### config.mk
export PLATFORM = sky130hd
export DESIGN_NAME = thermal_alert_ctrl
export DESIGN_NICKNAME = d
export VERILOG_FILES = /design/src/rtl/tm_pkg.sv /design/src/rtl/tm_regs.sv /design/src/rtl/tm_sampler.sv /design/src/rtl/tm_alert_ch.sv /design/src/rtl/thermal_alert_ctrl.sv
export SDC_FILE = /design/constraint.sdc
export NUM_CORES = 1
export LEC_CHECK = 0
export BUFFER_PORTS_ARGS = -buffer_cell sky130_fd_sc_hd__buf_4
export CORE_UTILIZATION = 39
export CTS_CLUSTER_DIAMETER = 60
export DETAILED_ROUTE_END_ITERATION = 16
export GPL_TIMING_DRIVEN = 0
export PLACE_DENSITY = 0.61
export SLEW_MARGIN = 30
export SYNTH_ARGS = -nofsm -noshare
export SYNTH_HDL_FRONTEND = slang
export SYNTH_SLANG_ARGS = --single-unit
### constraint.sdc
create_clock -name clk -period 1.8 [get_ports clk]
set_clock_uncertainty 0.1 [all_clocks]
set_input_delay 0.18 -clock clk [delete_from_list [all_inputs] [get_ports clk]]
set_output_delay 0.18 -clock clk [all_outputs]
set_load 0.01 [all_outputs]
### src/rtl/tm_pkg.sv
package tm_pkg;
   // register word indices
   localparam int REG_RUN      = 0;
   localparam int REG_MODE     = 1;
   localparam int REG_REPEAT   = 2;
   localparam int REG_TEMP     = 3;
   localparam int REG_LIM_BASE = 4;

   // field positions that software and the bench rely on
   localparam int MODE_W       = 4;
   localparam int CODE_W       = 4;
   localparam int ENDLESS_BIT  = 24;
   localparam int LIM_LSB      = 16;
   localparam int NIB          = 4;
   localparam int NIB_IEN      = 0;
   localparam int NIB_PEND     = 1;
   localparam int NIB_CLR      = 2;

   localparam logic [MODE_W-1:0] MODE_TEMP = 4'h5;
endpackage

### src/rtl/tm_regs.sv
module tm_regs
   import tm_pkg::*;
#(
   parameter int NUM_CH = 3,
   parameter int TEMP_W = 9,
   parameter int THR_W  = 8,
   parameter int ADDR_W = 3,
   parameter int DATA_W = 32
) (
   input  logic                         clk,
   input  logic                         rst_n,
   input  logic                         wr,
   input  logic [ADDR_W-1:0]            addr,
   input  logic [DATA_W-1:0]            wdata,
   output logic [DATA_W-1:0]            rdata,
   input  logic                         run,
   input  logic [TEMP_W-1:0]            temp,
   input  logic [NUM_CH-1:0]            pend,
   output logic                         run_wr,
   output logic                         mode_ok,
   output logic                         endless,
   output logic [CODE_W-1:0]            code,
   output logic [NUM_CH-1:0]            lim_en,
   output logic [NUM_CH-1:0][THR_W-1:0] lim_val,
   output logic [NUM_CH-1:0]            ien,
   output logic [NUM_CH-1:0]            clr
);
   localparam int REG_INT = REG_LIM_BASE + NUM_CH;

   logic [MODE_W-1:0] mode_q;
   logic              hit_run, hit_mode, hit_rep, hit_int;
   logic [NUM_CH-1:0] hit_lim;

   assign hit_run  = wr && (addr == ADDR_W'(REG_RUN));
   assign hit_mode = wr && (addr == ADDR_W'(REG_MODE));
   assign hit_rep  = wr && (addr == ADDR_W'(REG_REPEAT));
   assign hit_int  = wr && (addr == ADDR_W'(REG_INT));
   assign run_wr   = hit_run;
   assign mode_ok  = (mode_q == MODE_TEMP);

   always_ff @(posedge clk or negedge rst_n) begin
      if (!rst_n) begin
         mode_q  <= '0;
         endless <= 1'b0;
         code    <= '0;
      end else begin
         if (hit_mode) mode_q <= wdata[MODE_W-1:0];
         if (hit_rep) begin
            endless <= wdata[ENDLESS_BIT];
            code    <= wdata[CODE_W-1:0];
         end
      end
   end

   for (genvar ch = 0; ch < NUM_CH; ch++) begin : g_ch
      assign hit_lim[ch] = wr && (addr == ADDR_W'(REG_LIM_BASE + ch));
      assign clr[ch]     = hit_int && wdata[NIB*ch + NIB_CLR];

      always_ff @(posedge clk or negedge rst_n) begin
         if (!rst_n) begin
            lim_en[ch]  <= 1'b0;
            lim_val[ch] <= '0;
            ien[ch]     <= 1'b0;
         end else begin
            if (hit_lim[ch]) begin
               lim_en[ch]  <= wdata[0];
               lim_val[ch] <= wdata[LIM_LSB +: THR_W];
            end
            if (hit_int) ien[ch] <= wdata[NIB*ch + NIB_IEN];
         end
      end
   end

   always_comb begin
      rdata = '0;
      if (addr == ADDR_W'(REG_RUN)) begin
         rdata[0] = run;
      end else if (addr == ADDR_W'(REG_MODE)) begin
         rdata[MODE_W-1:0] = mode_q;
      end else if (addr == ADDR_W'(REG_REPEAT)) begin
         rdata[ENDLESS_BIT]  = endless;
         rdata[CODE_W-1:0]   = code;
      end else if (addr == ADDR_W'(REG_TEMP)) begin
         rdata = {{(DATA_W-TEMP_W){temp[TEMP_W-1]}}, temp};
      end else if (addr == ADDR_W'(REG_INT)) begin
         for (int ch = 0; ch < NUM_CH; ch++) begin
            rdata[NIB*ch + NIB_IEN]  = ien[ch];
            rdata[NIB*ch + NIB_PEND] = pend[ch];
         end
      end else begin
         for (int ch = 0; ch < NUM_CH; ch++) begin
            if (addr == ADDR_W'(REG_LIM_BASE + ch)) begin
               rdata[0]                 = lim_en[ch];
               rdata[LIM_LSB +: THR_W]  = lim_val[ch];
            end
         end
      end
   end

   // clear_reads_zero_chk: a clear bit is never reflected in the read word
   always_comb begin
      if (rst_n && addr == ADDR_W'(REG_INT)) begin
         for (int ch = 0; ch < NUM_CH; ch++)
            clear_reads_zero_chk: assert (rdata[NIB*ch + NIB_CLR] == 1'b0);
      end
   end
endmodule

### src/rtl/tm_sampler.sv
module tm_sampler
   import tm_pkg::*;
#(
   parameter int SETTLE_CYC  = 20,
   parameter int RESTART_CYC = 30,
   parameter int PERIOD_UNIT = 8,
   parameter bit PERIOD_EXP  = 1'b0
) (
   input  logic              clk,
   input  logic              rst_n,
   input  logic              run_wr,
   input  logic              run_val,
   input  logic              mode_ok,
   input  logic              endless,
   input  logic [CODE_W-1:0] code,
   output logic              run_q,
   output logic              tick
);
   localparam int CODE_MAX   = (1 << CODE_W) - 1;
   localparam int MAX_PERIOD = PERIOD_EXP ? (PERIOD_UNIT << CODE_MAX)
                                          : (PERIOD_UNIT * (CODE_MAX + 1));
   localparam int MAX_CNT    = (MAX_PERIOD > SETTLE_CYC) ? MAX_PERIOD : SETTLE_CYC;
   localparam int CNT_W      = $clog2(MAX_CNT + 1);
   localparam int LOCK_W     = $clog2(RESTART_CYC + 1);

   logic [CNT_W-1:0]  cnt;
   logic [CNT_W-1:0]  interval;
   logic [LOCK_W-1:0] lock_cnt;
   logic              shot_done;
   logic              do_stop, do_start;

   // period table variant chosen at elaboration
   if (PERIOD_EXP) begin : g_exp
      assign interval = CNT_W'(PERIOD_UNIT) << code;
   end else begin : g_lin
      assign interval = CNT_W'(PERIOD_UNIT) * (CNT_W'(code) + CNT_W'(1));
   end

   assign do_stop  = run_wr && !run_val && run_q;
   assign do_start = run_wr &&  run_val && !run_q && (lock_cnt == '0);

   always_ff @(posedge clk or negedge rst_n) begin
      if (!rst_n) begin
         run_q     <= 1'b0;
         cnt       <= '0;
         lock_cnt  <= '0;
         shot_done <= 1'b0;
         tick      <= 1'b0;
      end else begin
         tick <= 1'b0;
         if (lock_cnt != '0) lock_cnt <= lock_cnt - LOCK_W'(1);
         if (do_stop) begin
            run_q    <= 1'b0;
            lock_cnt <= LOCK_W'(RESTART_CYC);
         end else if (do_start) begin
            run_q     <= 1'b1;
            cnt       <= CNT_W'(SETTLE_CYC - 1);
            shot_done <= 1'b0;
         end else if (run_q) begin
            if (cnt == '0) begin
               cnt <= interval - CNT_W'(1);
               if (mode_ok && (endless || !shot_done)) begin
                  tick      <= 1'b1;
                  shot_done <= 1'b1;
               end
            end else begin
               cnt <= cnt - CNT_W'(1);
            end
         end
      end
   end


   restart_lock_chk: assert property (@(posedge clk) disable iff (!rst_n)
      (lock_cnt != '0) |=> !run_q);

   tick_while_run_chk: assert property (@(posedge clk) disable iff (!rst_n)
      tick |-> run_q);

   tick_single_chk: assert property (@(posedge clk) disable iff (!rst_n)
      tick |=> !tick);

   mode_gate_chk: assert property (@(posedge clk) disable iff (!rst_n)
      !mode_ok |=> !tick);
endmodule

### src/rtl/tm_alert_ch.sv
module tm_alert_ch #(
   parameter int TEMP_W = 9,
   parameter int THR_W  = 8
) (
   input  logic              clk,
   input  logic              rst_n,
   input  logic              tick,
   input  logic [TEMP_W-1:0] sample,
   input  logic              lim_en,
   input  logic [THR_W-1:0]  lim_val,
   input  logic              ien,
   input  logic              clr,
   output logic              pend
);
   logic signed [TEMP_W-1:0] lim_x;
   logic                     reach;
   logic                     set_req;

   assign lim_x   = {{(TEMP_W-THR_W){lim_val[THR_W-1]}}, lim_val};
   assign reach   = $signed(sample) >= lim_x;
   assign set_req = tick && ien && lim_en && reach;

   always_ff @(posedge clk or negedge rst_n) begin
      if (!rst_n)       pend <= 1'b0;
      else if (set_req) pend <= 1'b1;
      else if (clr)     pend <= 1'b0;
   end


   no_spurious_set_chk: assert property (@(posedge clk) disable iff (!rst_n)
      (!pend && !tick) |=> !pend);

   clear_drops_chk: assert property (@(posedge clk) disable iff (!rst_n)
      (clr && !tick) |=> !pend);

   set_wins_chk: assert property (@(posedge clk) disable iff (!rst_n)
      (clr && tick && ien && lim_en && reach) |=> pend);
endmodule

### src/rtl/thermal_alert_ctrl.sv
module thermal_alert_ctrl
   import tm_pkg::*;
#(
   parameter int NUM_CH      = 3,
   parameter int TEMP_W      = 9,
   parameter int THR_W       = 8,
   parameter int ADDR_W      = 3,
   parameter int DATA_W      = 32,
   parameter int SETTLE_CYC  = 20,
   parameter int RESTART_CYC = 30,
   parameter int PERIOD_UNIT = 8,
   parameter bit PERIOD_EXP  = 1'b0
) (
   input  logic              clk,
   input  logic              rst_n,
   input  logic              bus_wr,
   input  logic [ADDR_W-1:0] bus_addr,
   input  logic [DATA_W-1:0] bus_wdata,
   output logic [DATA_W-1:0] bus_rdata,
   input  logic [TEMP_W-1:0] sensor_temp,
   output logic              sample_tick,
   output logic              alert_irq
);
   // elaboration-time parameter checks
   if (NUM_CH * NIB > ENDLESS_BIT)                 $error("NUM_CH too large for control word");
   if (LIM_LSB + THR_W > DATA_W)                   $error("limit field exceeds data width");
   if (THR_W >= TEMP_W)                            $error("limit must be narrower than reading");
   if (TEMP_W > DATA_W || ENDLESS_BIT >= DATA_W)   $error("data width too small");
   if (REG_LIM_BASE + NUM_CH >= (1 << ADDR_W))     $error("address space too small");
   if (SETTLE_CYC < 1 || RESTART_CYC < 1)          $error("timing counts must be positive");
   if (PERIOD_UNIT < 2)                            $error("PERIOD_UNIT must be at least 2");

   logic                         run, run_wr, mode_ok, endless;
   logic [CODE_W-1:0]            code;
   logic [NUM_CH-1:0]            lim_en, ien, clr, pend;
   logic [NUM_CH-1:0][THR_W-1:0] lim_val;
   logic [TEMP_W-1:0]            temp_q;

   tm_regs #(
      .NUM_CH(NUM_CH), .TEMP_W(TEMP_W), .THR_W(THR_W),
      .ADDR_W(ADDR_W), .DATA_W(DATA_W)
   ) u_regs (
      .clk(clk), .rst_n(rst_n), .wr(bus_wr), .addr(bus_addr),
      .wdata(bus_wdata), .rdata(bus_rdata), .run(run), .temp(temp_q),
      .pend(pend), .run_wr(run_wr), .mode_ok(mode_ok), .endless(endless),
      .code(code), .lim_en(lim_en), .lim_val(lim_val), .ien(ien), .clr(clr)
   );

   tm_sampler #(
      .SETTLE_CYC(SETTLE_CYC), .RESTART_CYC(RESTART_CYC),
      .PERIOD_UNIT(PERIOD_UNIT), .PERIOD_EXP(PERIOD_EXP)
   ) u_sampler (
      .clk(clk), .rst_n(rst_n), .run_wr(run_wr), .run_val(bus_wdata[0]),
      .mode_ok(mode_ok), .endless(endless), .code(code),
      .run_q(run), .tick(sample_tick)
   );

   always_ff @(posedge clk or negedge rst_n) begin
      if (!rst_n)           temp_q <= '0;
      else if (sample_tick) temp_q <= sensor_temp;
   end

   for (genvar ch = 0; ch < NUM_CH; ch++) begin : g_alert
      tm_alert_ch #(.TEMP_W(TEMP_W), .THR_W(THR_W)) u_ch (
         .clk(clk), .rst_n(rst_n), .tick(sample_tick), .sample(sensor_temp),
         .lim_en(lim_en[ch]), .lim_val(lim_val[ch]), .ien(ien[ch]),
         .clr(clr[ch]), .pend(pend[ch])
      );
   end

   assign alert_irq = run && |(pend & ien);


   sample_hold_chk: assert property (@(posedge clk) disable iff (!rst_n)
      !sample_tick |=> $stable(temp_q));

   irq_gate_chk: assert property (@(posedge clk) disable iff (!rst_n)
      !run |-> !alert_irq);
endmodule

==> results.cfg, run 1 <==
[clock_network]
cts_tree = built
clk_pin_slew_ps = 70
cts-root-buf = clkbuf_8
cts_sinks = 67
clock_path_buffers = 2
clk_latency_ps = 350
h-tree-depth = 3
cts_buffers = 9

[floorplan]
io_pins = 81
die_h_um = 105
die_w_um = 105
initial_utilization = 0.400
design.core.area_um2 = 10300
fp-row-count = 37
die_area_um2 = 10900

[setup_path]
cp.required_ps = 1940
worstPathMaxFanout = 3
startpoint_type = flop
worstPathArrival_ps = 2020
cp-end-kind = flop
slowest_stage = dfrtp_2
crit_family = simple AND/OR/NAND/NOR gates
max_stage_delay_ps = 440
path_class = flop to flop
path_buf_inv = 0
path_cells = ha_4 -> nand2b_4 -> or3b_4 -> a31oi_4 -> xnor2_1 -> o31ai_1

[cells_and_area]
fillers = 939
nNetsFinal = 603
multi_input_area_um2 = 2320
diodes = 0
fin_area_um2 = 5410
syn_to_final_growth_pct = 31.6
area.sequential_um2 = 1680
final_layout_size_suffix_gt1_frac = 0.357

[place]
pre_cts_slack_ps = -478
placed_cell_area_um2 = 4770
hpwl_mm = 7.70
place_congestion = 0.804
io_buffer_count = 63

[synth]
synth_seq_area_share = 0.408
syn_area_per_cell_um2 = 9.73
yosysMostFrequentCell = dfrtp_1
synth_cells = 422
synth_top_area_cell = dfrtp_1
synth.distinct_cells = 44
syn_area_um2 = 4110
synth_ff_type = dfrtp_1
synth.top_cells.by_count = dfrtp_1 (67), nand2_1 (43), inv_1 (37)
ys_warn_count = 0
async_flop_share = 1.00
yosysTopAreaCellShare = 0.408
ys_seq_elements = 67
synth_area_leaders = dfrtp_1 (41%), mux2_2 (9.9%), ha_1 (9.4%)
synth_edf_count = 0
synthesis.nets = 500

[run]
cap_violations = 0

[sta]
hold_viol = 0
holdWs_ps = 8.54
clock.fmax_mhz = 530
relSlewSlack = 0.436
period_share = 1.05
slew_violations = 0
fin_crit_ps = 1890
worst_slew_pin_slew_ps = 846
rsz0062_at_grt = true
setup_ws_ps = -85.8
finalSetupViolCount = 2

[global_routing]
grt_util_all_layers = 0.205
antenna_found_initial = 0
grt_max_degree = 68
grt_pass1_wl_mm = 17.7
grt_overflow = 0
grt_pass1_vias = 3551

[pwr]
fin_total_pwr_mw = 5.18
p_sw_mw = 1.80
leakagePower_nw = 2.54
power_density_nw_per_um2 = 958
power_frac_clock = 0.224
p_int_mw = 3.38
combPwrFrac = 0.360
netSwitchingFraction = 0.347
seqPwrFrac = 0.417
vdd_drop_max_mv = 0.548

[route]
drt-total-wl_mm = 10.7
wl_per_cell_um = 16.0
drtIter0Drc = 165
vias = 3477
antenna_left = 0
drtPass1Iterations = 4
route.detailed.drc = 0
viasPerCell = 5.23

[status]
outcome = complete, but fails checks
violations = setup timing

[worst_hold_path]
hold_path_class = input pin to flop
-- registers in the layout, indices dropped and copies added, names as in the netlist --
signal	flops
u_sampler.lock_cnt	5
u_regs.ien	3
u_sampler.run_q	1
temp_q	9
u_sampler.cnt	8
g_alert.u_ch.pend	3
u_sampler.shot_done	1
u_regs.lim_val	24
u_regs.code	4
u_regs.endless	1
u_sampler.tick	1
u_regs.mode_q	4
u_regs.lim_en	3
-- kinds of logic after synthesis --
logic type / count (synthesis) / share of synthesized area
AOI/OAI and AO/OA: 89 / 0.132
xor gates and xnor gates: 3 / 0.00640
adders and majority gates: 31 / 0.0945
buffers and inverters: 63 / 0.0713
DFF: 67 / 0.408
muxes: 53 / 0.140
and+or+nand+nor: 116 / 0.147
-- path summary, 6_finish.rpt --
path / slack (ps) / startpoint / to / cells past startpoint
worst max register to register: -90 / u_regs.code[1] / u_sampler.cnt[6] / 6
worst min register to register: 330 / u_sampler.shot_done / u_sampler.tick / 1
worst min-delay path: 9 / bus_wdata[10] / g_alert[2].u_ch.pend / 4
min in group asynchronous: 370 / rst_n / u_sampler.cnt[1] / 2
worst max-delay path: -90 / u_regs.code[1] / u_sampler.cnt[6] / 6
max in group asynchronous: 610 / rst_n / u_sampler.run_q / 2
-- per-stage QoR --
stage          TNS, ps  utilization  std cells
2_1_floorplan    -76.9            -        422
3_3_place_gp    -11340        0.464        621
3_5_place_dp    -13830        0.464        621
4_1_cts           -103        0.513        659
5_1_grt           -358        0.526        665
6_report         -89.0        0.526        665
-- layer usage --
| layer | vias to the layer above | wire length, µm | global-route usage |
|---|---|---|---|
| li1 | 1694 | - | - |
| met1 | 1689 | 4900 | 0.267 |
| met2 | 78 | 5240 | 0.348 |
| met3 | 16 | 357 | 0.0318 |
| met4 | 0 | 172 | 0.0684 |
| met5 | - | 0 | 0 |
-- what timing repair did --
action	CTS	global route
endpoints found under the setup margin	41	36
pin swaps	9	11
buffers inserted	9	5
hold buffers	16	0
hold endpoints to repair	100	0
gates cloned	0	1
resized for setup	19	26
-- power groups by stage --
| stage | registers [mW] | logic [mW] | clock network (mW) |
|---|---|---|---|
| after floorplan | 2.08 | 1.16 | 0 |
| after global placement | 2.16 | 1.50 | 0 |
| after detailed placement | 2.18 | 1.55 | 0 |
| after CTS | 2.14 | 1.75 | 1.17 |
| after global routing | 2.20 | 2.09 | 1.25 |
| final | 2.16 | 1.86 | 1.16 |
-- area by class of cell --
cell class / count / area share
repair buffers: 93 / 0.141
multi-input cells: 293 / 0.430
flip-flops and latches: 67 / 0.311
clock inverters: 2 / 0.00185
inverters: 37 / 0.0257
plain buffers: 24 / 0.0280
well taps: 136 / 0.0315
clock buffers: 13 / 0.0313
-- worst min-delay path, delay by kind of cell --
family | cells | cell delay [ps]
simple gates | 2 | 90
buf+inv | 1 | 80
compound gates | 1 | 60
-- placed cells by master (no fill, tap or decap), types with 4 or more instances in the layout --
master,n
inv_1,34
nor3b_1,4
dfrtp_1,64
dlygate4sd3_1,16
nand2_1,42
nor3_1,6
ha_1,28
nand2b_4,4
clkbuf_8,12
a21oi_2,5
mux2_2,36
o21ai_0,20
nor2_1,17
nand3_1,4
nand2b_1,5
or3_1,4
buf_4,89
o22ai_1,10
clkbuf_1,6
a21oi_1,22
o21ai_1,5
o211ai_1,5
mux2i_1,17
nand4_1,5
Power figures use the tool's default switching activity.
==> run 2, diff against run 1 <==
--- a/config.mk
+++ b/config.mk
@@ -10,8 +10,8 @@
 export CTS_CLUSTER_DIAMETER = 60
 export DETAILED_ROUTE_END_ITERATION = 16
 export GPL_TIMING_DRIVEN = 0
-export PLACE_DENSITY = 0.61
-export SLEW_MARGIN = 30
+export PLACE_DENSITY = 0.71
+export SLEW_MARGIN = 10
 export SYNTH_ARGS = -nofsm -noshare
 export SYNTH_HDL_FRONTEND = slang
 export SYNTH_SLANG_ARGS = --single-unit
==> results.cfg, run 2 (same netlist as run 1, synthesis figures left out) <==
[clock_network]
clk_pin_slew_ps = 70
cts_sinks = 67
cts-root-buf = clkbuf_8
cts_tree = built
cts_buffers = 9
h-tree-depth = 3
clk_latency_ps = 350
clock_path_buffers = 2

[pwr]
power_frac_clock = 0.223
vdd_drop_max_mv = 0.375
netSwitchingFraction = 0.350
combPwrFrac = 0.382
leakagePower_nw = 2.58
power_density_nw_per_um2 = 993
seqPwrFrac = 0.395
p_sw_mw = 1.92
p_int_mw = 3.55

[route]
antenna_left = 0
viasPerCell = 5.32
vias = 3564
route.detailed.drc = 0
drtPass1Iterations = 5
wl_per_cell_um = 16.5
drtIter0Drc = 193
drt-total-wl_mm = 11.1

[cells_and_area]
layout_commonest_cell = buf_4
diodes = 0
fin_cells = 670
largest_reg_flops = 24
largestRegisters = u_regs.lim_val: 24 flops, temp_q: 9 flops, u_sampler.cnt: 8 flops
nNetsFinal = 609
final_cell_mix = buf_4 (95), dfrtp_1 (66), nand2_1 (43)
syn_to_final_growth_pct = 34.1
top_register = u_regs.lim_val
fin_area_um2 = 5510
final_layout_size_suffix_gt1_frac = 0.378

[place]
placed_cell_area_um2 = 4770
pre_cts_slack_ps = -444
io_buffer_count = 63
place_congestion = 0.811
dp.cells = 621
hpwl_mm = 7.64

[sta]
setup_ws_ps = -18.7
worst_slew_pin_slew_ps = 852
period_share = 1.01
hold_viol = 0
rsz0062_at_grt = true
finalSetupViolCount = 1
fin_crit_ps = 1820
slew_violations = 0
clock.fmax_mhz = 550
finalSetupTns_ps = -18.7
relSlewSlack = 0.432

[global_routing]
grt_pass1_wl_mm = 17.7
antenna_found_initial = 0
grt_util_all_layers = 0.206
grt_overflow = 0
grt_max_degree = 68
grt_pass1_vias = 3616

[status]
violations = setup timing
outcome = complete, but fails checks

[floorplan]
die_w_um = 105
initial_utilization = 0.400
design.core.area_um2 = 10300
fp-row-count = 37
die_h_um = 105
die_area_um2 = 10900
io_pins = 81

[setup_path]
startpoint_type = flop
worstPathMaxFanout = 3
worstPathArrival_ps = 1980
path_class = flop to flop
cp-end-kind = flop
cp.required_ps = 1960

[run]
cap_violations = 0

[worst_hold_path]
hold_path_class = input pin to flop
[run 2: changes by cell type in the layout (fill, tap and decap cells not counted), moves of 2 or more]
cell      before  now
buf_12         2    0
clkbuf_8      12   10
buf_4         89   95
nor3_1         6    4
buf_6          0    2
dfrtp_1       64   66
dfrtp_2        3    1
[run 2: path summary, 6_finish.rpt]
kind / slack (ps) / from / depth (start not counted) / endpoint
max: -20 / u_regs.code[0] / 6 / u_sampler.cnt[6]
min: 10 / bus_wdata[2] / 2 / u_regs.code[2]
max reg2reg: -20 / u_regs.code[0] / 6 / u_sampler.cnt[6]
min reg2reg: 360 / u_sampler.shot_done / 1 / u_sampler.tick
max in group asynchronous: 610 / rst_n / 2 / u_sampler.run_q
min in group asynchronous: 380 / rst_n / 2 / u_regs.lim_val[11]
[run 2: repair_timing]
action / CTS / global route
hold buffers: 16 / 0
setup endpoints to repair: 41 / 20
buffers inserted: 16 / 4
pin swaps: 14 / 12
gates cloned: 0 / 1
resized for setup: 28 / 32
hold endpoints to repair: 99 / 0
[run 2: metrics by stage]
| stage | hold slack, ps | power, mW | utilization |
|---|---|---|---|
| 2_1_floorplan | -216 | 3.24 | - |
| 3_3_place_gp | 237 | 3.64 | 0.464 |
| 3_5_place_dp | 242 | 3.74 | 0.464 |
| 4_1_cts | 8.33 | 5.24 | 0.520 |
| 5_1_grt | 5.71 | 5.80 | 0.536 |
| 6_report | 12.4 | 5.47 | 0.536 |
[run 2: cell type report]
cell class,count,area (µm²)
fill,912,4770
clock buffer,11,141
multi-input combinational,293,2390
clock inverter,3,40.0
timing repair buffer,99,791
buffer,24,153
inverter,37,139
sequential,67,1680
tap,136,170
[run 2: critical path, stage by stage, from the launching register on]
cell and delay [ps]:
dfrtp_1 430, ha_4 240, nand2b_4 140, or3b_4 380, a31oi_4 150, xnor2_1 100
o31ai_1 180
[run 2: power groups by stage]
stage	combinational, mW	sequential [mW]	clock, mW
global route	2.30	2.20	1.30
detailed placement	1.57	2.16	0
floorplan	1.16	2.08	0
global placement	1.49	2.15	0
CTS	1.88	2.14	1.23
finish	2.09	2.16	1.22
[run 2: layer usage]
metal | track usage | wire, µm | up-vias
li1 | - | - | 1713
met1 | 0.271 | 4890 | 1733
met2 | 0.336 | 5410 | 97
met3 | 0.0374 | 508 | 21
met4 | 0.0835 | 248 | 0
met5 | 0 | 0 | -
==> run 3, diff against run 2 <==
--- a/config.mk
+++ b/config.mk
@@ -14,4 +14,5 @@
 export SLEW_MARGIN = 10
 export SYNTH_ARGS = -nofsm -noshare
 export SYNTH_HDL_FRONTEND = slang
+export SYNTH_HIERARCHICAL = 1
 export SYNTH_SLANG_ARGS = --single-unit
==> results.cfg, run 3 <==
[synth]
ys_seq_elements = 67
syn_area_per_cell_um2 = 10.5
synth_seq_area_share = 0.375
synth.top_cells.by_count = dfrtp_1 (67), inv_1 (44), ha_1 (32)
synth_ff_type = dfrtp_1
syn_area_um2 = 4470
synth_area_leaders = dfrtp_1 (37%), ha_1 (8.9%), mux2_2 (6.5%)
async_flop_share = 1.00
yosysTopAreaCellShare = 0.375
synth.distinct_cells = 55
synth_edf_count = 0
yosysMostFrequentCell = dfrtp_1
ys_warn_count = 6
synth_cells = 426
synthesis.nets = 505
synth_top_area_cell = dfrtp_1

[pwr]
leakagePower_nw = 2.70
fin_total_pwr_mw = 6.10
power_density_nw_per_um2 = 1070
vdd_drop_max_mv = 0.523

[cells_and_area]
top_register = u_regs/lim_val
diodes = 0
final_layout_size_suffix_gt1_frac = 0.364
layout_commonest_cell = buf_4
nNetsFinal = 602
fin_area_um2 = 5720
final_cell_mix = buf_4 (87), dfrtp_1 (65), inv_1 (41)
syn_to_final_growth_pct = 27.8
fin_cells = 667
largest_reg_flops = 24
largestRegisters = u_regs/lim_val: 24 flops, temp_q: 9 flops, u_sampler/cnt: 8 flops
fillers = 960
fin_util = 0.518

[setup_path]
path_class = flop to flop
slowest_stage = or4b_4
startpoint_type = flop
path_buf_inv = 3
max_stage_delay_ps = 500
worstPathArrival_ps = 2000
reg2reg_slack_ps = -90
path_cells = inv_2 -> ha_4 -> or4b_4 -> buf_4 -> buf_4 -> nor2_1 -> a221o_1 -> o21ai_1
cp_common_cell = buf_4
cp-end-kind = flop
cp.required_ps = 1910
crit_family = simple AND/OR/NAND/NOR gates
worstPathMaxFanout = 4

[floorplan]
initial_utilization = 0.406
io_pins = 81
design.core.area_um2 = 11000
die_h_um = 109
die_area_um2 = 11900
fp-row-count = 38
die_w_um = 109

[sta]
rsz0062_at_grt = true
slew_violations = 0
finalSetupTns_ps = -350
setup_ws_ps = -89.3
period_share = 1.05
hold_viol = 0
relSlewSlack = 0.422
clock.fmax_mhz = 529
worst_slew_pin_slew_ps = 866
fin_crit_ps = 1890
finalSetupViolCount = 7

[clock_network]
clk_latency_ps = 320
cts_tree = built
clk_pin_slew_ps = 60
cts_sinks = 67
cts_buffers = 9
cts-root-buf = clkbuf_16
h-tree-depth = 3
clock_path_buffers = 2

[global_routing]
grt_pass1_wl_mm = 18.9
grt_max_degree = 68
grt_overflow = 0
grt_pass1_vias = 3639
antenna_found_initial = 0
grt_util_all_layers = 0.210

[route]
drtPass1Iterations = 4
wl_per_cell_um = 18.1
drtIter0Drc = 236
vias = 3617
viasPerCell = 5.42
antenna_left = 0
drt-total-wl_mm = 12.1
route.detailed.drc = 0

[place]
place_congestion = 0.855
dp.cells = 630
placed_cell_area_um2 = 5150
hpwl_mm = 8.46
io_buffer_count = 64

[status]
violations = setup timing
outcome = complete, but fails checks

[run]
cap_violations = 0

[worst_hold_path]
hold_path_class = input pin to flop
## run 3: cell types whose count changed in the layout (fill, tap and decap cells not counted), sizes merged, moves of 7 or more
| cell | before | now |
|---|---|---|
| a21oi | 27 | 20 |
| o21ai | 28 | 16 |
| mux2 | 36 | 53 |
| nor2b | 2 | 9 |
| nand2 | 43 | 23 |
| a2bb2oi | 1 | 8 |
| inv | 37 | 44 |
## run 3: final timing paths
check | endpoint | startpoint | cells after the start
setup / recovery | u_sampler/cnt[7] | u_sampler/cnt[1] | 8
hold / removal | u_regs/lim_val[19] | bus_wdata[19] | 2
setup reg to reg | u_sampler/cnt[7] | u_sampler/cnt[1] | 8
hold reg to reg | u_sampler/tick | u_sampler/shot_done | 1
max in group asynchronous | temp_q[8] | rst_n | 2
min in group asynchronous | u_regs/lim_val[0] | rst_n | 2
## run 3: metal layers
metal	vias up	GRT usage	part of all wire
met5	-	0	0
met4	0	0.0685	0.011
met3	10	0.0317	0.051
met2	98	0.340	0.47
met1	1798	0.284	0.47
li1	1711	-	-
## run 3: final cells by class
class | count | area (µm²) | share of cell area
sequential | 67 | 1680 | 0.294
multi-input combinational | 290 | 2560 | 0.448
tap | 140 | 175 | 0.0306
buffer | 23 | 159 | 0.0278
clock inverter | 2 | 10.0 | 0.00175
timing repair buffer | 88 | 693 | 0.121
clock buffer | 13 | 270 | 0.0473
inverter | 44 | 170 | 0.0298
## run 3: worst reg2reg max path, stage by stage, from the launching register on
cell     delay, ps
dfrtp_1        380
inv_2           90
ha_4           130
or4b_4         500
buf_4          170
buf_4          130
nor2_1          80
a221o_1        140
o21ai_1         60
## run 3: where the power goes
part | leakage, nW | switching, mW | internal, mW | total (mW)
sequential | 0.823 | 0.413 | 1.87 | 2.28
combinational | 1.73 | 1.04 | 1.12 | 2.16
clock | 0.141 | 0.626 | 1.03 | 1.66
## run 3: stage by stage
step           setup slack [ps]  hold WS, ps
2_1_floorplan             -69.4         -216
3_3_place_gp               -349          232
3_5_place_dp               -406          254
4_1_cts                    -182         4.28
5_1_grt                    -175         20.2
6_report                  -89.3         19.0
## run 3: logic make-up (layout without fill, tap and decap cells)
group	after synthesis	count (layout)	synth area share
AO/OA/AOI/OAI	88	88	0.136
XOR/XNOR	4	4	0.00783
adder cells (fa/ha/maj)	32	32	0.0895
buffers and inverters	70	170	0.0749
flip-flops	67	67	0.375
multiplexers	64	64	0.173
AND/OR/NAND/NOR	101	102	0.144
## run 3: timing repair
item                                   4_1_cts  5_1_grt
resized for setup                           14       12
endpoints found under the hold margin       85        0
pin swaps                                    5        9
hold buffers                                13        0
setup endpoints to repair                   31       28
buffers inserted                             8        3
cloned                                       0        1
